File: src/rtl/spi_clk_div_pkg.sv
`timescale 1ns/1ps
package spi_clk_div_pkg;
  localparam int unsigned DEF_LIN_W = 8;
  localparam int unsigned DEF_EXP_W = 4;

  typedef enum logic {
    SEL_POW2 = 1'b0,
    SEL_LIN  = 1'b1
  } rate_sel_e;
endpackage

File: src/rtl/spi_clk_div_decode.sv
`timescale 1ns/1ps
module spi_clk_div_decode import spi_clk_div_pkg::*; #(
  parameter int unsigned LIN_W  = DEF_LIN_W,
  parameter int unsigned EXP_W  = DEF_EXP_W,
  parameter int unsigned HALF_W = 14,
  localparam int unsigned CTL_W = LIN_W + EXP_W + 1
) (
  input  logic [CTL_W-1:0]  ctl_i,
  output logic [HALF_W-1:0] half_m1_o
);
  logic [LIN_W-1:0]  lin_fld;
  logic [EXP_W-1:0]  exp_fld;
  rate_sel_e         sel;
  logic [HALF_W-1:0] pow_m1;

  assign lin_fld = ctl_i[LIN_W-1:0];
  assign exp_fld = ctl_i[LIN_W+EXP_W-1:LIN_W];
  assign sel     = rate_sel_e'(ctl_i[CTL_W-1]);

  // half-1 for 2^(M-1): ones in the bits below M-1; M=0 and M=1 both give 0
  for (genvar g = 0; g < HALF_W; g++) begin : g_pow
    assign pow_m1[g] = ((g + 1) < int'(exp_fld));
  end

  always_comb begin
    if (sel == SEL_LIN) half_m1_o = HALF_W'(lin_fld);
    else                half_m1_o = pow_m1;
  end
endmodule

File: src/rtl/spi_clk_div_hold.sv
`timescale 1ns/1ps
module spi_clk_div_hold #(
  parameter int unsigned HALF_W = 14
) (
  input  logic              clk_i,
  input  logic              rst_ni,
  input  logic              en_i,
  input  logic [HALF_W-1:0] half_m1_i,
  input  logic              cpol_i,
  output logic [HALF_W-1:0] half_m1_o,
  output logic              cpol_o
);
  always_ff @(posedge clk_i or negedge rst_ni) begin
    if (!rst_ni) begin
      half_m1_o <= '0;
      cpol_o    <= 1'b0;
    end else if (!en_i) begin
      half_m1_o <= half_m1_i;
      cpol_o    <= cpol_i;
    end
  end
endmodule

File: src/rtl/spi_clk_div_gen.sv
`timescale 1ns/1ps
module spi_clk_div_gen #(
  parameter int unsigned HALF_W = 14
) (
  input  logic              clk_i,
  input  logic              rst_ni,
  input  logic              en_i,
  input  logic              cpol_i,
  input  logic              cpol_hold_i,
  input  logic [HALF_W-1:0] half_m1_i,
  output logic              sclk_o,
  output logic              lead_o,
  output logic              trail_o
);
  logic [HALF_W-1:0] cnt_q;
  logic              term;

  assign term = (cnt_q == half_m1_i);

  always_ff @(posedge clk_i or negedge rst_ni) begin
    if (!rst_ni) begin
      cnt_q   <= '0;
      sclk_o  <= 1'b0;
      lead_o  <= 1'b0;
      trail_o <= 1'b0;
    end else if (!en_i) begin
      cnt_q   <= '0;
      sclk_o  <= cpol_i;
      lead_o  <= 1'b0;
      trail_o <= 1'b0;
    end else begin
      lead_o  <= 1'b0;
      trail_o <= 1'b0;
      if (term) begin
        cnt_q  <= '0;
        sclk_o <= ~sclk_o;
        if (sclk_o == cpol_hold_i) lead_o  <= 1'b1;
        else                       trail_o <= 1'b1;
      end else begin
        cnt_q <= cnt_q + 1'b1;
      end
    end
  end
endmodule

File: src/rtl/spi_clk_div.sv
`timescale 1ns/1ps
module spi_clk_div import spi_clk_div_pkg::*; #(
  parameter int unsigned LIN_W = DEF_LIN_W,
  parameter int unsigned EXP_W = DEF_EXP_W,
  localparam int unsigned CTL_W  = LIN_W + EXP_W + 1,
  localparam int unsigned POW_W  = (1 << EXP_W) - 2,
  localparam int unsigned HALF_W = (LIN_W > POW_W) ? LIN_W : POW_W
) (
  input  logic             clk_i,
  input  logic             rst_ni,
  input  logic [CTL_W-1:0] clk_ctl_i,
  input  logic             en_i,
  input  logic             cpol_i,
  output logic             sclk_o,
  output logic             lead_o,
  output logic             trail_o
);
  logic [HALF_W-1:0] dec_half_m1;
  logic [HALF_W-1:0] act_half_m1;
  logic              act_cpol;

  spi_clk_div_decode #(
    .LIN_W (LIN_W),
    .EXP_W (EXP_W),
    .HALF_W(HALF_W)
  ) i_decode (
    .ctl_i    (clk_ctl_i),
    .half_m1_o(dec_half_m1)
  );

  spi_clk_div_hold #(
    .HALF_W(HALF_W)
  ) i_hold (
    .clk_i    (clk_i),
    .rst_ni   (rst_ni),
    .en_i     (en_i),
    .half_m1_i(dec_half_m1),
    .cpol_i   (cpol_i),
    .half_m1_o(act_half_m1),
    .cpol_o   (act_cpol)
  );

  spi_clk_div_gen #(
    .HALF_W(HALF_W)
  ) i_gen (
    .clk_i      (clk_i),
    .rst_ni     (rst_ni),
    .en_i       (en_i),
    .cpol_i     (cpol_i),
    .cpol_hold_i(act_cpol),
    .half_m1_i  (act_half_m1),
    .sclk_o     (sclk_o),
    .lead_o     (lead_o),
    .trail_o    (trail_o)
  );
endmodule

File: config.mk
export PLATFORM = sky130hd
export DESIGN_NAME = spi_clk_div
export DESIGN_NICKNAME = d
export VERILOG_FILES = /design/src/rtl/spi_clk_div_pkg.sv /design/src/rtl/spi_clk_div_decode.sv /design/src/rtl/spi_clk_div_hold.sv /design/src/rtl/spi_clk_div_gen.sv /design/src/rtl/spi_clk_div.sv
export SDC_FILE = /design/constraint.sdc
export NUM_CORES = 1
export LEC_CHECK = 0
export BUFFER_PORTS_ARGS = -buffer_cell sky130_fd_sc_hd__buf_2
export CAP_MARGIN = 20
export CORE_ASPECT_RATIO = 0.9
export CORE_MARGIN = 5
export CORE_UTILIZATION = 65
export CTS_BUF_LIST = sky130_fd_sc_hd__clkbuf_4
export DETAILED_ROUTE_END_ITERATION = 10
export PLACE_DENSITY = 0.94
export RECOVER_POWER = 100
export SYNTH_ARGS = -nofsm -noshare
export SYNTH_HDL_FRONTEND = slang
export SYNTH_HIERARCHICAL = 1
export SYNTH_SLANG_ARGS = --single-unit
export TNS_END_PERCENT = 1
File: constraint.sdc
create_clock -name clk_i -period 3.1 [get_ports clk_i]
set_input_delay 0.775 -clock clk_i [delete_from_list [all_inputs] [get_ports clk_i]]
set_output_delay 0.775 -clock clk_i [all_outputs]
set_load 0.01 [all_outputs]
Word-level counts from Yosys, hierarchy flattened
Index checks and enable logic that the tools add are counted.
{"block": "totals", "reg_bits": 32, "in_bits": 17, "out_inout_bits": 3, "wordCells": 36}
{"block": "classes", "addsub": 1, "order_cmp": 14, "n_eq_ne": 3, "n_mux": 11, "bitwise": 1}
{"operator": "two-way mux 14 bit", "count": 3}
{"operator": "< comparator 4 bit, first input constant", "count": 7}
{"operator": "< comparator 3 x 4 -> 1 bit, first input constant", "count": 4}
{"operator": "adder 14 x 1 -> 14 bit, second input constant", "count": 1}
{"operator": "== test 14 bit", "count": 1}
{"operator": "< comparator 2 x 4 -> 1 bit, first input constant", "count": 2}
{"operator": "two-way mux 1 bit", "count": 8}
{"operator": "< comparator 1 x 4 -> 1 bit, first input constant", "count": 1}
{"operator": "inequality test 2 x 1 -> 1 bit, second input constant", "count": 1}
{"operator": "== test 1 bit", "count": 1}
{"operator": "NOT 1 bit", "count": 1}

Longest topological paths before layout
{"block": "depth", "ltp_word": 4, "depth_mapped": 6, "mapped_depth_nobuf": 5}

Modules after synthesis
The synthesis kept the hierarchy.
{"module": "spi_clk_div_gen", "instances": 1, "cells_per_inst": 99, "area_each_um2": 1008.5, "seq_area_each_um2": 425.4}
{"module": "spi_clk_div_hold", "instances": 1, "cells_per_inst": 32, "area_each_um2": 613.1, "seq_area_each_um2": 375.4}
{"module": "spi_clk_div_decode", "instances": 1, "cells_per_inst": 40, "area_each_um2": 212.7, "seq_area_each_um2": 0.0}

Worst setup path before layout
OpenSTA, ideal clock, no wires.
{"block": "synth_timing", "path_type": "input-to-reg", "from": "in clk_ctl_i[10]", "to": "reg i_hold.half_m1_o[1]", "setup_ns": 0.125, "t_arrival_ns": 1.502, "t_required_ns": 2.975, "slack_ns": 1.473, "stages": 4, "path_buffers": 1, "path_cell_list": "buf_2 -> a2111oi_2 -> a21oi_1 -> mux2_2"}
{"block": "synth_via", "elab_chain_len": 2}
{"element": "start: declaration", "line": "spi_clk_div.sv:11", "text": "input logic [CTL_W-1:0] clk_ctl_i,"}
{"element": "< comparator 2 x 4 -> 1 bit", "line": "spi_clk_div_decode.sv:22", "text": "assign pow_m1[g] = ((g + 1) < int'(exp_fld));"}
{"element": "two-way mux 14 bit", "line": "spi_clk_div_decode.sv:26", "text": "if (sel == SEL_LIN) half_m1_o = HALF_W'(lin_fld);"}
{"element": "via dec_half_m1[1]", "line": "spi_clk_div.sv:18", "text": "logic [HALF_W-1:0] dec_half_m1;"}
{"element": "end signal: assignment", "line": "spi_clk_div_hold.sv:18", "text": "half_m1_o <= half_m1_i;"}
{"element": "end: declaration", "line": "spi_clk_div_hold.sv:10", "text": "output logic [HALF_W-1:0] half_m1_o,"}
The timed path passes the listed nets, and every way through them passes these cells.
A chain may end at the register's enable or synchronous reset.

Worst setup path after layout
{"block": "layout_timing", "from": "in en_i", "to": "reg i_gen.sclk_o"}
{"block": "layout_via", "elab_chain_len": 1, "elab_cells_between_ends": 2, "cone_classes": "1 x eq/ne; 1 x mux"}
{"element": "start: declaration", "line": "spi_clk_div.sv:12", "text": "input logic en_i,"}
{"element": "inequality test 2 x 1 -> 1 bit (no source line) or two-way mux 1 bit (tied branches)"}
{"element": "end signal: assignment", "line": "spi_clk_div_gen.sv:28", "text": "sclk_o <= cpol_i;"}
{"element": "end signal: assignment", "line": "spi_clk_div_gen.sv:36", "text": "sclk_o <= ~sclk_o;"}
{"element": "end: declaration", "line": "spi_clk_div_gen.sv:11", "text": "output logic sclk_o,"}
Parallel ways exist; a longest one is shown, timed or not.

==> results.sh <==
export IMPL_cap_violations=1
export IMPL_post_cts_resized=0
export IMPL_syn_to_final_growth_pct=5.46
export IMPL_firstDrtPassIters=4
export IMPL_clkSinkCount=32
export IMPL_p_int_mw=0.670
export IMPL_wl_per_cell_um=15.6
export IMPL_cts_made_buffers=5
export IMPL_drt_iter0_markers=121
export IMPL_synth_seq_cells=32
export IMPL_swShare=0.252
export IMPL_portBuffers=19
export IMPL_critical_path_startpoint_type="input pin"
export IMPL_violations="capacitance limit, slew limit"
export IMPL_cp_arrival_ns=2.48
export IMPL_insertion_delay_ns=0.33
export IMPL_grt_pass1_vias=1340
export IMPL_post_place_ws_ns=0.968
export IMPL_num_vias=1284
export IMPL_yosys_area_top_type_share=0.437
export IMPL_start_util=0.673
export IMPL_setup_viol=0
export IMPL_finalWorstSetupSlack_ns=0.890
export IMPL_combPwrFrac=0.133
export IMPL_p_leak_nw=0.912
export IMPL_skew_ns=0.00278
export IMPL_synth_nets=189
export IMPL_hp_class="reg -> reg"
export IMPL_synthTopCellsByArea="dfrtp_1 (44%), xor2_1 (9.5%), mux2_4 (8.2%)"
export IMPL_cts_root_buf="clkbuf_4"
export IMPL_seq_power_share=0.518
export IMPL_diodes=0
export IMPL_regArea_um2=801
export IMPL_max_slew_margin_rel=-0.131
export IMPL_finalCritPeriodShare=0.713
export IMPL_yosys_area_top_type="dfrtp_1"
export IMPL_cts_buffer_depth=2
export IMPL_cts_tree="yes"
export IMPL_required_ns=3.37
export IMPL_die_width_um=66.0
export IMPL_grt_overflow=0
export IMPL_synth_cell_types=37
export IMPL_final_cell_mix="dfrtp_1 (32), nor2_1 (22), xor2_1 (20)"
export IMPL_drt_total_wl_mm=3.59
export IMPL_cp_max_fo=19
export IMPL_status="finished, violations left"
export IMPL_pin_count=20
export IMPL_die_area_mm2=0.00399
export IMPL_hold_viol_final=0
export IMPL_vias_per_cell=5.56
export IMPL_core_mm2=0.00273
export IMPL_gp_congestion=0.876
export IMPL_crit_type="in -> reg"
export IMPL_p_total_mw=0.896
export IMPL_ys_seq_area_frac=0.437
export IMPL_die_height_um=60.4
export IMPL_layout_commonest_cell="dfrtp_1"
export IMPL_worst_slew_pin_slew_ns=1.70
export IMPL_synth_avg_cell_area_um2=10.7
export IMPL_multi_input_area_um2=885
export IMPL_setup_tns_ns=0
export IMPL_ir_drop_mv=0.294
export IMPL_floorplan_rows=18
export IMPL_gr_usage_all_layers=0.206
export IMPL_fillCellCount=219
export IMPL_drive_above_1_share=0.194
export IMPL_ys_warn_count=6
export IMPL_endpoint_kind="flip-flop"
export IMPL_p_sw_mw=0.225
export IMPL_grt_max_degree=33
export IMPL_nets=208
export IMPL_cts_setup_buffers=0
export IMPL_cts_hold_buf=0
export IMPL_drc=0
export IMPL_max_clock_freq_mhz=452
export IMPL_power_density_mw_per_mm2=463
export IMPL_hpwl_mm=2.78
export IMPL_grt_pass1_wl_mm=6.00
export IMPL_path_clk_slew_ns=0.09
export IMPL_syn_cell_area_mm2=0.00183
export IMPL_post_route_min_period_ns=2.21
export IMPL_clock_power_share=0.349
export IMPL_drv_slew=33
export IMPL_ant_nets=0
export IMPL_antenna_found_initial=0
export IMPL_synthCells=171
export IMPL_cts_max_level=2
export IMPL_rsz0062_at_grt="false"
power groups by stage:
stage                     combinational [mW]  sequential, mW  clock, mW
after floorplan                       0.0990           0.467          0
after global placement                 0.122           0.471          0
after detailed placement               0.131           0.473          0
after CTS                              0.132           0.464      0.321
after global routing                   0.132           0.467      0.342
final                                  0.119           0.464      0.313
worst paths after layout:
check,endpoint,from,slack (ns),cells past startpoint
worst min register to register,i_hold/half_m1_o[10],i_hold/half_m1_o[10],0.53,1
worst min-delay path,i_hold/half_m1_o[10],i_hold/half_m1_o[10],0.53,1
max in group asynchronous,i_gen/cnt_q[8],rst_ni,1.25,1
worst max-delay path,i_gen/sclk_o,en_i,0.89,5
worst max register to register,i_gen/cnt_q[5],i_gen/cnt_q[7],1.00,4
min in group asynchronous,i_gen/cnt_q[13],rst_ni,0.88,1
flip-flops by register name (all words and copies together), names as in the netlist:
register / cells
i_gen/cnt_q: 14
i_hold/half_m1_o: 14
i_gen/lead_o: 1
i_gen/sclk_o: 1
i_gen/trail_o: 1
i_hold/cpol_o: 1
per-layer routing:
metal | vias to the layer above | wire length (µm) | track usage
met5 | - | 0 | 0
met1 | 613 | 1530 | 0.247
met4 | 0 | 62 | 0.0957
met3 | 6 | 137 | 0.0519
met2 | 37 | 1860 | 0.353
li1 | 628 | - | -
critical path, cell delays in order:
cell and delay, ns:
clkbuf_1 0.70, inv_1 0.25, nor4_1 0.44, nand4_1 0.12
or3b_1 0.19
cell families after synthesis:
| group | count (synthesis) | share of synthesized area |
|---|---|---|
| AOI/OAI and AO/OA | 17 | 0.0607 |
| xor gates and xnor gates | 26 | 0.124 |
| adders and majority gates | 1 | 0.00682 |
| buffers and inverters | 15 | 0.0587 |
| DFF | 32 | 0.437 |
| muxes | 15 | 0.113 |
| and+or+nand+nor | 65 | 0.201 |
metrics by stage:
stage / util / hold slack (ns) / area (µm²) / instances
after floorplan: - / 0.479 / 1830 / 171
after global placement: 0.698 / 0.513 / 1900 / 223
after detailed placement: 0.698 / 0.520 / 1900 / 223
after CTS: 0.727 / 0.482 / 1980 / 231
after global routing: 0.710 / 0.562 / 1930 / 231
final: 0.710 / 0.526 / 1930 / 231
cells in the mapped netlist (all sizes together):
library cell and instances:
xnor2 6, inv 8, nand2 9, mux2 15
nor3 3, and3 2, nor3b 1, xor2 20
nor2b 2, o21bai 1, a21oi 9, ha 1
a2111oi 1, nand3b 1, nor4 7, a41o 1
nand4 5, or3 2, nor2 22, nand2b 1
and2 1, and4 2, dfrtp 32, or3b 1
o221ai 1, buf 7, o21ai 4, nand3 6
area by class of cell:
class / instances / area share
clock inverters: 2 / 0.0181
multi-input cells: 124 / 0.457
inverters: 8 / 0.0155
flip-flops and latches: 32 / 0.414
clock buffers: 6 / 0.0233
repair buffers: 19 / 0.0459
well taps: 40 / 0.0259
Note: power is estimated with default switching activity, not from simulation.
